==> src/rtl/perfmon_pkg.sv <==
package perfmon_pkg;

  localparam logic [7:0] A_STATUS = 8'h20;
  localparam logic [7:0] A_CTRL   = 8'h21;
  localparam logic [7:0] A_CV_HI  = 8'h23;
  localparam logic [7:0] A_CV_LO  = 8'h24;
  localparam logic [7:0] A_FE_HI  = 8'h25;
  localparam logic [7:0] A_FE_LO  = 8'h26;
  localparam logic [7:0] A_OOS    = 8'h27;

  typedef struct packed {
    logic tick_en;
    logic b8zs_rm;
    logic short_sel;
  } ctrl_t;

  // Adds inc to v and clamps the sum at maxv.
  function automatic logic [31:0] sat_add(input logic [31:0] v,
                                          input logic [31:0] inc,
                                          input logic [31:0] maxv);
    logic [32:0] s;
    s = {1'b0, v} + {1'b0, inc};
    if (s > {1'b0, maxv}) return maxv;
    return s[31:0];
  endfunction

  // Returns 1 when a cycle holds a violation that must be counted.
  function automatic logic viol_hit(input logic bpv, input logic exz,
                                    input logic cw, input logic rm_en);
    return (bpv | exz) & ~(rm_en & cw);
  endfunction

  // Returns byte number idx of a value.
  function automatic logic [7:0] byte_of(input logic [31:0] v, input int idx);
    return 8'(v >> (8 * idx));
  endfunction

endpackage

==> src/rtl/pm_interval_timer.sv <==
module pm_interval_timer #(
  parameter int REF_PER_LONG  = 1544000,
  parameter int REF_PER_SHORT = 64848
) (
  input  logic clk,
  input  logic rst_n,
  input  logic ref_tick,
  input  logic short_sel,
  output logic boundary
);
  localparam int MAXP = (REF_PER_LONG > REF_PER_SHORT) ? REF_PER_LONG : REF_PER_SHORT;
  localparam int CW   = $clog2(MAXP + 1);
  localparam logic [CW-1:0] LIM_L = CW'(REF_PER_LONG - 1);
  localparam logic [CW-1:0] LIM_S = CW'(REF_PER_SHORT - 1);

  logic [CW-1:0] tcnt;
  logic [CW-1:0] lim;

  always_comb begin
    lim      = short_sel ? LIM_S : LIM_L;
    boundary = ref_tick && (tcnt >= lim);
  end

  always_ff @(posedge clk or negedge rst_n) begin
    if (!rst_n)        tcnt <= '0;
    else if (boundary) tcnt <= '0;
    else if (ref_tick) tcnt <= tcnt + 1'b1;
  end

  AST_END_ON_TICK: assert property (@(posedge clk) disable iff (!rst_n)
    boundary |-> ref_tick);
  AST_TIMER_RANGE: assert property (@(posedge clk) disable iff (!rst_n)
    tcnt < CW'(MAXP));
  AST_TIMER_HOLDS: assert property (@(posedge clk) disable iff (!rst_n)
    !ref_tick |=> $stable(tcnt));

endmodule

==> src/rtl/pm_sat_accum.sv <==
module pm_sat_accum #(
  parameter int W     = 16,
  parameter int INC_W = 1
) (
  input  logic             clk,
  input  logic             rst_n,
  input  logic             boundary,
  input  logic [INC_W-1:0] inc,
  output logic [W-1:0]     run_cnt,
  output logic [W-1:0]     hold_cnt
);
  import perfmon_pkg::*;

  localparam logic [31:0] MAXV = (32'd1 << W) - 32'd1;
  localparam logic [W-1:0] TOP = W'(MAXV);

  logic [W-1:0] run_next;
  logic [W-1:0] run_fresh;

  always_comb begin
    run_next  = W'(sat_add(32'(run_cnt), 32'(inc), MAXV));
    run_fresh = W'(sat_add(32'd0, 32'(inc), MAXV));
  end

  always_ff @(posedge clk or negedge rst_n) begin
    if (!rst_n) begin
      run_cnt  <= '0;
      hold_cnt <= '0;
    end else if (boundary) begin
      hold_cnt <= run_cnt;
      run_cnt  <= run_fresh;
    end else begin
      run_cnt  <= run_next;
    end
  end

  AST_NO_WRAP: assert property (@(posedge clk) disable iff (!rst_n)
    (!boundary && run_cnt == TOP) |=> run_cnt == TOP);
  AST_RUN_MONO: assert property (@(posedge clk) disable iff (!rst_n)
    !boundary |=> run_cnt >= $past(run_cnt));
  AST_HOLD_STABLE: assert property (@(posedge clk) disable iff (!rst_n)
    !boundary |=> $stable(hold_cnt));
  AST_HOLD_TAKES: assert property (@(posedge clk) disable iff (!rst_n)
    boundary |=> hold_cnt == $past(run_cnt));
  AST_NEW_START: assert property (@(posedge clk) disable iff (!rst_n)
    (boundary && inc == '0) |=> run_cnt == '0);

endmodule

==> src/rtl/pm_host_regs.sv <==
module pm_host_regs #(
  parameter int CV_W  = 16,
  parameter int FE_W  = 12,
  parameter int OOS_W = 8
) (
  input  logic             clk,
  input  logic             rst_n,
  input  logic [7:0]       reg_addr,
  input  logic             reg_wr,
  input  logic [7:0]       reg_wdata,
  input  logic             reg_rd,
  input  logic             boundary,
  input  logic [CV_W-1:0]  cv_hold,
  input  logic [FE_W-1:0]  fe_hold,
  input  logic [OOS_W-1:0] oos_hold,
  output perfmon_pkg::ctrl_t ctrl,
  output logic             tick_flag,
  output logic             irq,
  output logic [7:0]       reg_rdata
);
  import perfmon_pkg::*;

  localparam int CTRL_W = $bits(ctrl_t);

  logic rd_status;
  logic wr_ctrl;

  always_comb begin
    rd_status = reg_rd && (reg_addr == A_STATUS);
    wr_ctrl   = reg_wr && (reg_addr == A_CTRL);
    irq       = tick_flag & ctrl.tick_en;
  end

  always_ff @(posedge clk or negedge rst_n) begin
    if (!rst_n)       ctrl <= '0;
    else if (wr_ctrl) ctrl <= ctrl_t'(reg_wdata[CTRL_W-1:0]);
  end

  always_ff @(posedge clk or negedge rst_n) begin
    if (!rst_n)         tick_flag <= 1'b0;
    else if (boundary)  tick_flag <= 1'b1;
    else if (rd_status) tick_flag <= 1'b0;
  end

  always_comb begin
    case (reg_addr)
      A_STATUS: reg_rdata = {7'd0, tick_flag};
      A_CTRL:   reg_rdata = 8'(ctrl);
      A_CV_HI:  reg_rdata = byte_of(32'(cv_hold), 1);
      A_CV_LO:  reg_rdata = byte_of(32'(cv_hold), 0);
      A_FE_HI:  reg_rdata = byte_of(32'(fe_hold), 1);
      A_FE_LO:  reg_rdata = byte_of(32'(fe_hold), 0);
      A_OOS:    reg_rdata = byte_of(32'(oos_hold), 0);
      default:  reg_rdata = 8'd0;
    endcase
  end

  AST_FLAG_SET: assert property (@(posedge clk) disable iff (!rst_n)
    boundary |=> tick_flag);
  AST_FLAG_CLR: assert property (@(posedge clk) disable iff (!rst_n)
    (rd_status && !boundary) |=> !tick_flag);
  AST_FLAG_ROSE: assert property (@(posedge clk) disable iff (!rst_n)
    $rose(tick_flag) |-> $past(boundary));
  AST_CTRL_KEEP: assert property (@(posedge clk) disable iff (!rst_n)
    !wr_ctrl |=> $stable(ctrl));

endmodule

==> src/rtl/t1_perf_counters.sv <==
module t1_perf_counters #(
  parameter int REF_PER_LONG  = 1544000,
  parameter int REF_PER_SHORT = 64848,
  parameter int CV_W          = 16,
  parameter int FE_W          = 12,
  parameter int OOS_W         = 8
) (
  input  logic       clk,
  input  logic       rst_n,
  input  logic       ref_tick,
  input  logic       ev_bpv,
  input  logic       ev_exz,
  input  logic       ev_b8zs_cw,
  input  logic       rx_los,
  input  logic       ev_crc,
  input  logic       ev_fbit,
  input  logic       ev_mf_oos,
  input  logic [7:0] reg_addr,
  input  logic       reg_wr,
  input  logic [7:0] reg_wdata,
  input  logic       reg_rd,
  output logic [7:0] reg_rdata,
  output logic       irq
);
  import perfmon_pkg::*;

  localparam logic [CV_W-1:0] CV_TOP = {CV_W{1'b1}};

  ctrl_t            ctrl;
  logic             boundary;
  logic             tick_flag;
  logic             cv_inc;
  logic [1:0]       fe_inc;
  logic             oos_inc;
  logic [CV_W-1:0]  cv_run, cv_hold;
  logic [FE_W-1:0]  fe_run, fe_hold;
  logic [OOS_W-1:0] oos_run, oos_hold;

  always_comb begin
    cv_inc  = viol_hit(ev_bpv, ev_exz, ev_b8zs_cw, ctrl.b8zs_rm);
    fe_inc  = {1'b0, ev_crc} + {1'b0, ev_fbit};
    oos_inc = ev_mf_oos;
  end

  pm_interval_timer #(
    .REF_PER_LONG (REF_PER_LONG),
    .REF_PER_SHORT(REF_PER_SHORT)
  ) u_timer (
    .clk      (clk),
    .rst_n    (rst_n),
    .ref_tick (ref_tick),
    .short_sel(ctrl.short_sel),
    .boundary (boundary)
  );

  pm_sat_accum #(.W(CV_W), .INC_W(1)) u_cv (
    .clk(clk), .rst_n(rst_n), .boundary(boundary), .inc(cv_inc),
    .run_cnt(cv_run), .hold_cnt(cv_hold)
  );

  pm_sat_accum #(.W(FE_W), .INC_W(2)) u_fe (
    .clk(clk), .rst_n(rst_n), .boundary(boundary), .inc(fe_inc),
    .run_cnt(fe_run), .hold_cnt(fe_hold)
  );

  pm_sat_accum #(.W(OOS_W), .INC_W(1)) u_oos (
    .clk(clk), .rst_n(rst_n), .boundary(boundary), .inc(oos_inc),
    .run_cnt(oos_run), .hold_cnt(oos_hold)
  );

  pm_host_regs #(.CV_W(CV_W), .FE_W(FE_W), .OOS_W(OOS_W)) u_regs (
    .clk      (clk),
    .rst_n    (rst_n),
    .reg_addr (reg_addr),
    .reg_wr   (reg_wr),
    .reg_wdata(reg_wdata),
    .reg_rd   (reg_rd),
    .boundary (boundary),
    .cv_hold  (cv_hold),
    .fe_hold  (fe_hold),
    .oos_hold (oos_hold),
    .ctrl     (ctrl),
    .tick_flag(tick_flag),
    .irq      (irq),
    .reg_rdata(reg_rdata)
  );

  AST_CV_DURING_LOS: assert property (@(posedge clk) disable iff (!rst_n)
    (rx_los && (ev_bpv || ev_exz) && !(ctrl.b8zs_rm && ev_b8zs_cw) && !boundary
     && cv_run != CV_TOP) |=> cv_run == $past(cv_run) + 1'b1);
  AST_CW_SKIPPED: assert property (@(posedge clk) disable iff (!rst_n)
    (ctrl.b8zs_rm && ev_b8zs_cw && !boundary) |=> cv_run == $past(cv_run));
  AST_FE_DOUBLE: assert property (@(posedge clk) disable iff (!rst_n)
    (ev_crc && ev_fbit && !boundary && fe_run < FE_W'(4000))
      |=> fe_run == $past(fe_run) + 2'd2);
  AST_OOS_IDLE: assert property (@(posedge clk) disable iff (!rst_n)
    (!ev_mf_oos && !boundary) |=> $stable(oos_run));

endmodule

==> config.mk <==
export PLATFORM = sky130hd
export DESIGN_NAME = t1_perf_counters
export DESIGN_NICKNAME = d
export VERILOG_FILES = /design/src/rtl/perfmon_pkg.sv /design/src/rtl/pm_interval_timer.sv /design/src/rtl/pm_sat_accum.sv /design/src/rtl/pm_host_regs.sv /design/src/rtl/t1_perf_counters.sv
export SDC_FILE = /design/constraint.sdc
export NUM_CORES = 1
export LEC_CHECK = 0
export BUFFER_PORTS_ARGS = -buffer_cell sky130_fd_sc_hd__buf_2
export CAP_MARGIN = 20
export CORE_MARGIN = 3
export CORE_UTILIZATION = 60
export DETAILED_ROUTE_END_ITERATION = 7
export PLACE_DENSITY = 0.79
export SYNTH_ARGS = -nofsm -noshare
export SYNTH_HDL_FRONTEND = slang
export SYNTH_SLANG_ARGS = --single-unit
==> constraint.sdc <==
create_clock -name clk -period 3.69 [get_ports clk]
set_input_delay 0.738 -clock clk [delete_from_list [all_inputs] [get_ports clk]]
set_output_delay 0.738 -clock clk [all_outputs]
set_load 0.05 [all_outputs]
==> summary.md <==
| Metric | Value |
|---|---|
| CTS root buffer | clkbuf_8 |
| Drt pass-1 iters | 4 |
| RD Place Congestion | 0.8229 |
| Crit path DAT | ~2.6 ns |
| WL final | about 10 mm |
| Mapped Cells | roughly 480 |
| PnR worst setup slack | 0.3936 ns |
| Setup TNS | 0 ns |
| Logic gate share of total power | 18.1% |
| Unique masters post-synth | 53 |
| Routed wire per std cell | 16.39 um |
| Via count | 3,670 |
| Initial antenna violation count | 0 |
| Period utilisation layout | between 80 and 90% |
| Clock-pin slew on the worst setup and hold paths | 0.09 ns |
| Vias in the first global route | 3,529 |
| Most frequent cell after synthesis | dfrtp_1 |
| Unrepaired setup endpoints after global routing | false |
| Status | completed |
| Final Hold Vio Count | 0 |
| Clock Latency Late Sink | 0.36 ns |
| WP depth | 8 |
| Largest net degree at the start of global routing | 70 |
| Row count | 33 |
| PD cells | 465.7 nW/um^2 |
| Clock power share | 28.6% |
| Syn. warnings | 0 |
| Clock tree buffer depth | 2 |
| Worst VDD drop | roughly 0.31 mV |
| Post-synth top area share | 46.74% |
| Die height | 99.04 um |
| Least-Margin Pin Slew | 0.6154 ns |
| EDFF count, synth | 0 |
| First-pass GRT wire length | 17.36 mm |
| Initial Util | 62.58% |
| Detail Route Antenna Nets | 0 |
| Reg2reg path depth | 8 |
| Worst min path class | in -> async |
| Synth-to-Final Area Change | 8.697% |
| Synth top area cells | dfrtp_1 47%, mux2_4 8.7%, ha_1 4.6% |
| Nets | 553 |
| CP endpoint kind | output port |
| WP data required | 2.95 ns |
| GRT Total Usage | 21.89% |
| Switching share of total power | 30.11% |
| Slew Limit Fails | 0 |
| Port buffer count | 30 |
| Die area | 9809 um^2 |
| ANT cells | 0 |
| H-tree depth | 3 |
| MaxCap Viol Count | 0 |
| Number of I/O pins | 37 |
| Seq pwr share | ~53% |
| Final setup violation count | 0 |
| Core Region | 8299 um^2 |
| DRC | 0 |
| CP Class | in -> out |
| Cts hold-fix bufs | 0 |
| TritonCTS Buffers | 9 |
| Critical Path Fanout Max | 12 |
| Share of layout cells above drive strength 1 | around a fifth |
| Sequential area share after synthesis | 46.74% |
| Worst Skew | 0.009236 ns |
| Vias per cell | between 5 and 6 |
| Place WS | 0.3902 ns |
| Crit-path leading delay family | simple AND/OR/NAND/NOR gates |
| Ys async rst share | 100.0% |
| Total power | 2629 uW |
| P_sw | 791.6 uW |
| Fill count | approximately 600 |
| DR iter-0 viols | 160 |
| Slew margin rel. | 58.98% |
| Yosys reg bits | 97 |
| Yosys top cell by area | dfrtp_1 |
| Synth cell count leaders | 97 x dfrtp_1, 54 x nor2_1, 37 x nand2_1 |
| Ys flop type | dfrtp_1 |
| Worst Setup Start Kind | input port |
| Fmax | just over 300 MHz |
| Buf/Inv on CP | 3 |
| CP max-delay cell | or4b_1 |
| Syn Nets | 524 |
| Die Width | around 99 um |
| Total grt overflow | 0 |
| TritonCTS clock tree | yes |
| Avg Cell Area, Syn | approximately 11 um^2 |
| Mapped cell area | 5194 um^2 |
| CP peak stage delay | ~0.6 ns |
| Post-route minimum period | 3.296 ns |
| Clock sink count | slightly below 100 |
| Setup Buffers After CTS | 0 |
| P_leak | 0.002596 uW |
| Hpwl dp | between 7 and 8 mm |
| Most used cell along the critical path | buf_2 |
| PostCTS Resize Cnt | 0 |
| Cell breakdown of the critical path | buf_2 > or4b_1 > nor3b_2 > buf_4 > a22o_1 > nand3_1 > o21ai_1 > buf_2 |
| Internal power | ~1800 uW |
==> cells by family after synthesis <==
logic type               after synthesis  synth area share (%)
AND/OR/NAND/NOR                      179                 17.22
flip-flops                            97                 46.74
AO/OA/AOI/OAI                         68                 8.625
multiplexers                          58                 15.01
XOR/XNOR                              29                 4.890
buffers and inverters                 25                 2.553
adder cells (fa/ha/maj)               20                 4.963
==> flip-flops by register name, indices dropped and copies added, names as in the netlist <==
register	cells
u_cv.hold_cnt	16
u_cv.run_cnt	16
u_fe.hold_cnt	12
u_fe.run_cnt	12
u_oos.hold_cnt	8
u_oos.run_cnt	8
u_regs.ctrl	3
u_regs.tick_flag	1
u_timer.tcnt	21
==> stage by stage <==
step                      instances  hold WS (ns)  utilization [%]  instance area [um^2]
after floorplan                 476        0.4424                -                  5194
after global placement          599        0.4816            65.42                  5429
after detailed placement        599        0.4933            65.42                  5429
after CTS                       614        0.3980            68.02                  5645
after global routing            614        0.4218            68.02                  5645
final                           614        0.3887            68.02                  5645
==> power groups by stage <==
stage	clock (uW)	sequential [uW]	combinational, uW
finish	752	1400	476
global route	814	1430	552
CTS	769	1400	481
detailed placement	0	1420	478
global placement	0	1410	454
floorplan	0	1370	378
==> layout by cell type, fill, tap and decap left out, types with 3 or more instances in the layout <==
cell type,n
dfrtp_1,97
nor2_1,54
nand2_1,37
mux2_4,30
buf_2,29
a21oi_1,20
mux2_2,19
ha_1,19
nand3_1,18
xnor2_1,18
nor3_1,15
nand4_1,13
and3_1,12
xor2_1,11
a211oi_1,10
clkbuf_8,9
o21ai_0,8
inv_1,7
mux2i_1,7
a22oi_1,6
nand2b_1,6
buf_4,6
and4_1,4
o22ai_1,3
nand4b_1,3
a21o_1,3
a31oi_1,3
nor4_1,3
nand3b_1,3
==> per-layer routing <==
metal  GRT usage [%]  wire length (um)  vias to the layer above
met5               0                 0                        -
met4           7.773               229                        0
met3           4.246               361                       18
met2           32.33              4530                       85
met1           32.35              4940                     1779
li1                -                 -                     1788
==> final timing paths <==
check                                 start               end  slack (ns)
setup / recovery                reg_addr[3]      reg_rdata[6]        0.39
setup reg to reg             u_regs.ctrl[0]  u_cv.hold_cnt[1]        0.91
min in group clk           u_fe.hold_cnt[9]  u_fe.hold_cnt[9]        0.51
max in group asynchronous             rst_n   u_cv.run_cnt[3]        2.54
hold / removal                        rst_n  u_oos.run_cnt[3]        0.39
hold reg to reg            u_fe.hold_cnt[9]  u_fe.hold_cnt[9]        0.51
==> area by class of cell <==
cell class,instances,area (um^2),share of cell area (%)
Multi-Input combinational cell,354,2634,46.65
Sequential cell,97,2427,43.00
Timing Repair Buffer,36,210.2,3.723
Tap cell,105,131.4,2.327
Clock buffer,9,123.9,2.194
Clock inverter,6,92.59,1.640
Inverter,7,26.28,0.4654
(Power assumes the default switching activity.)
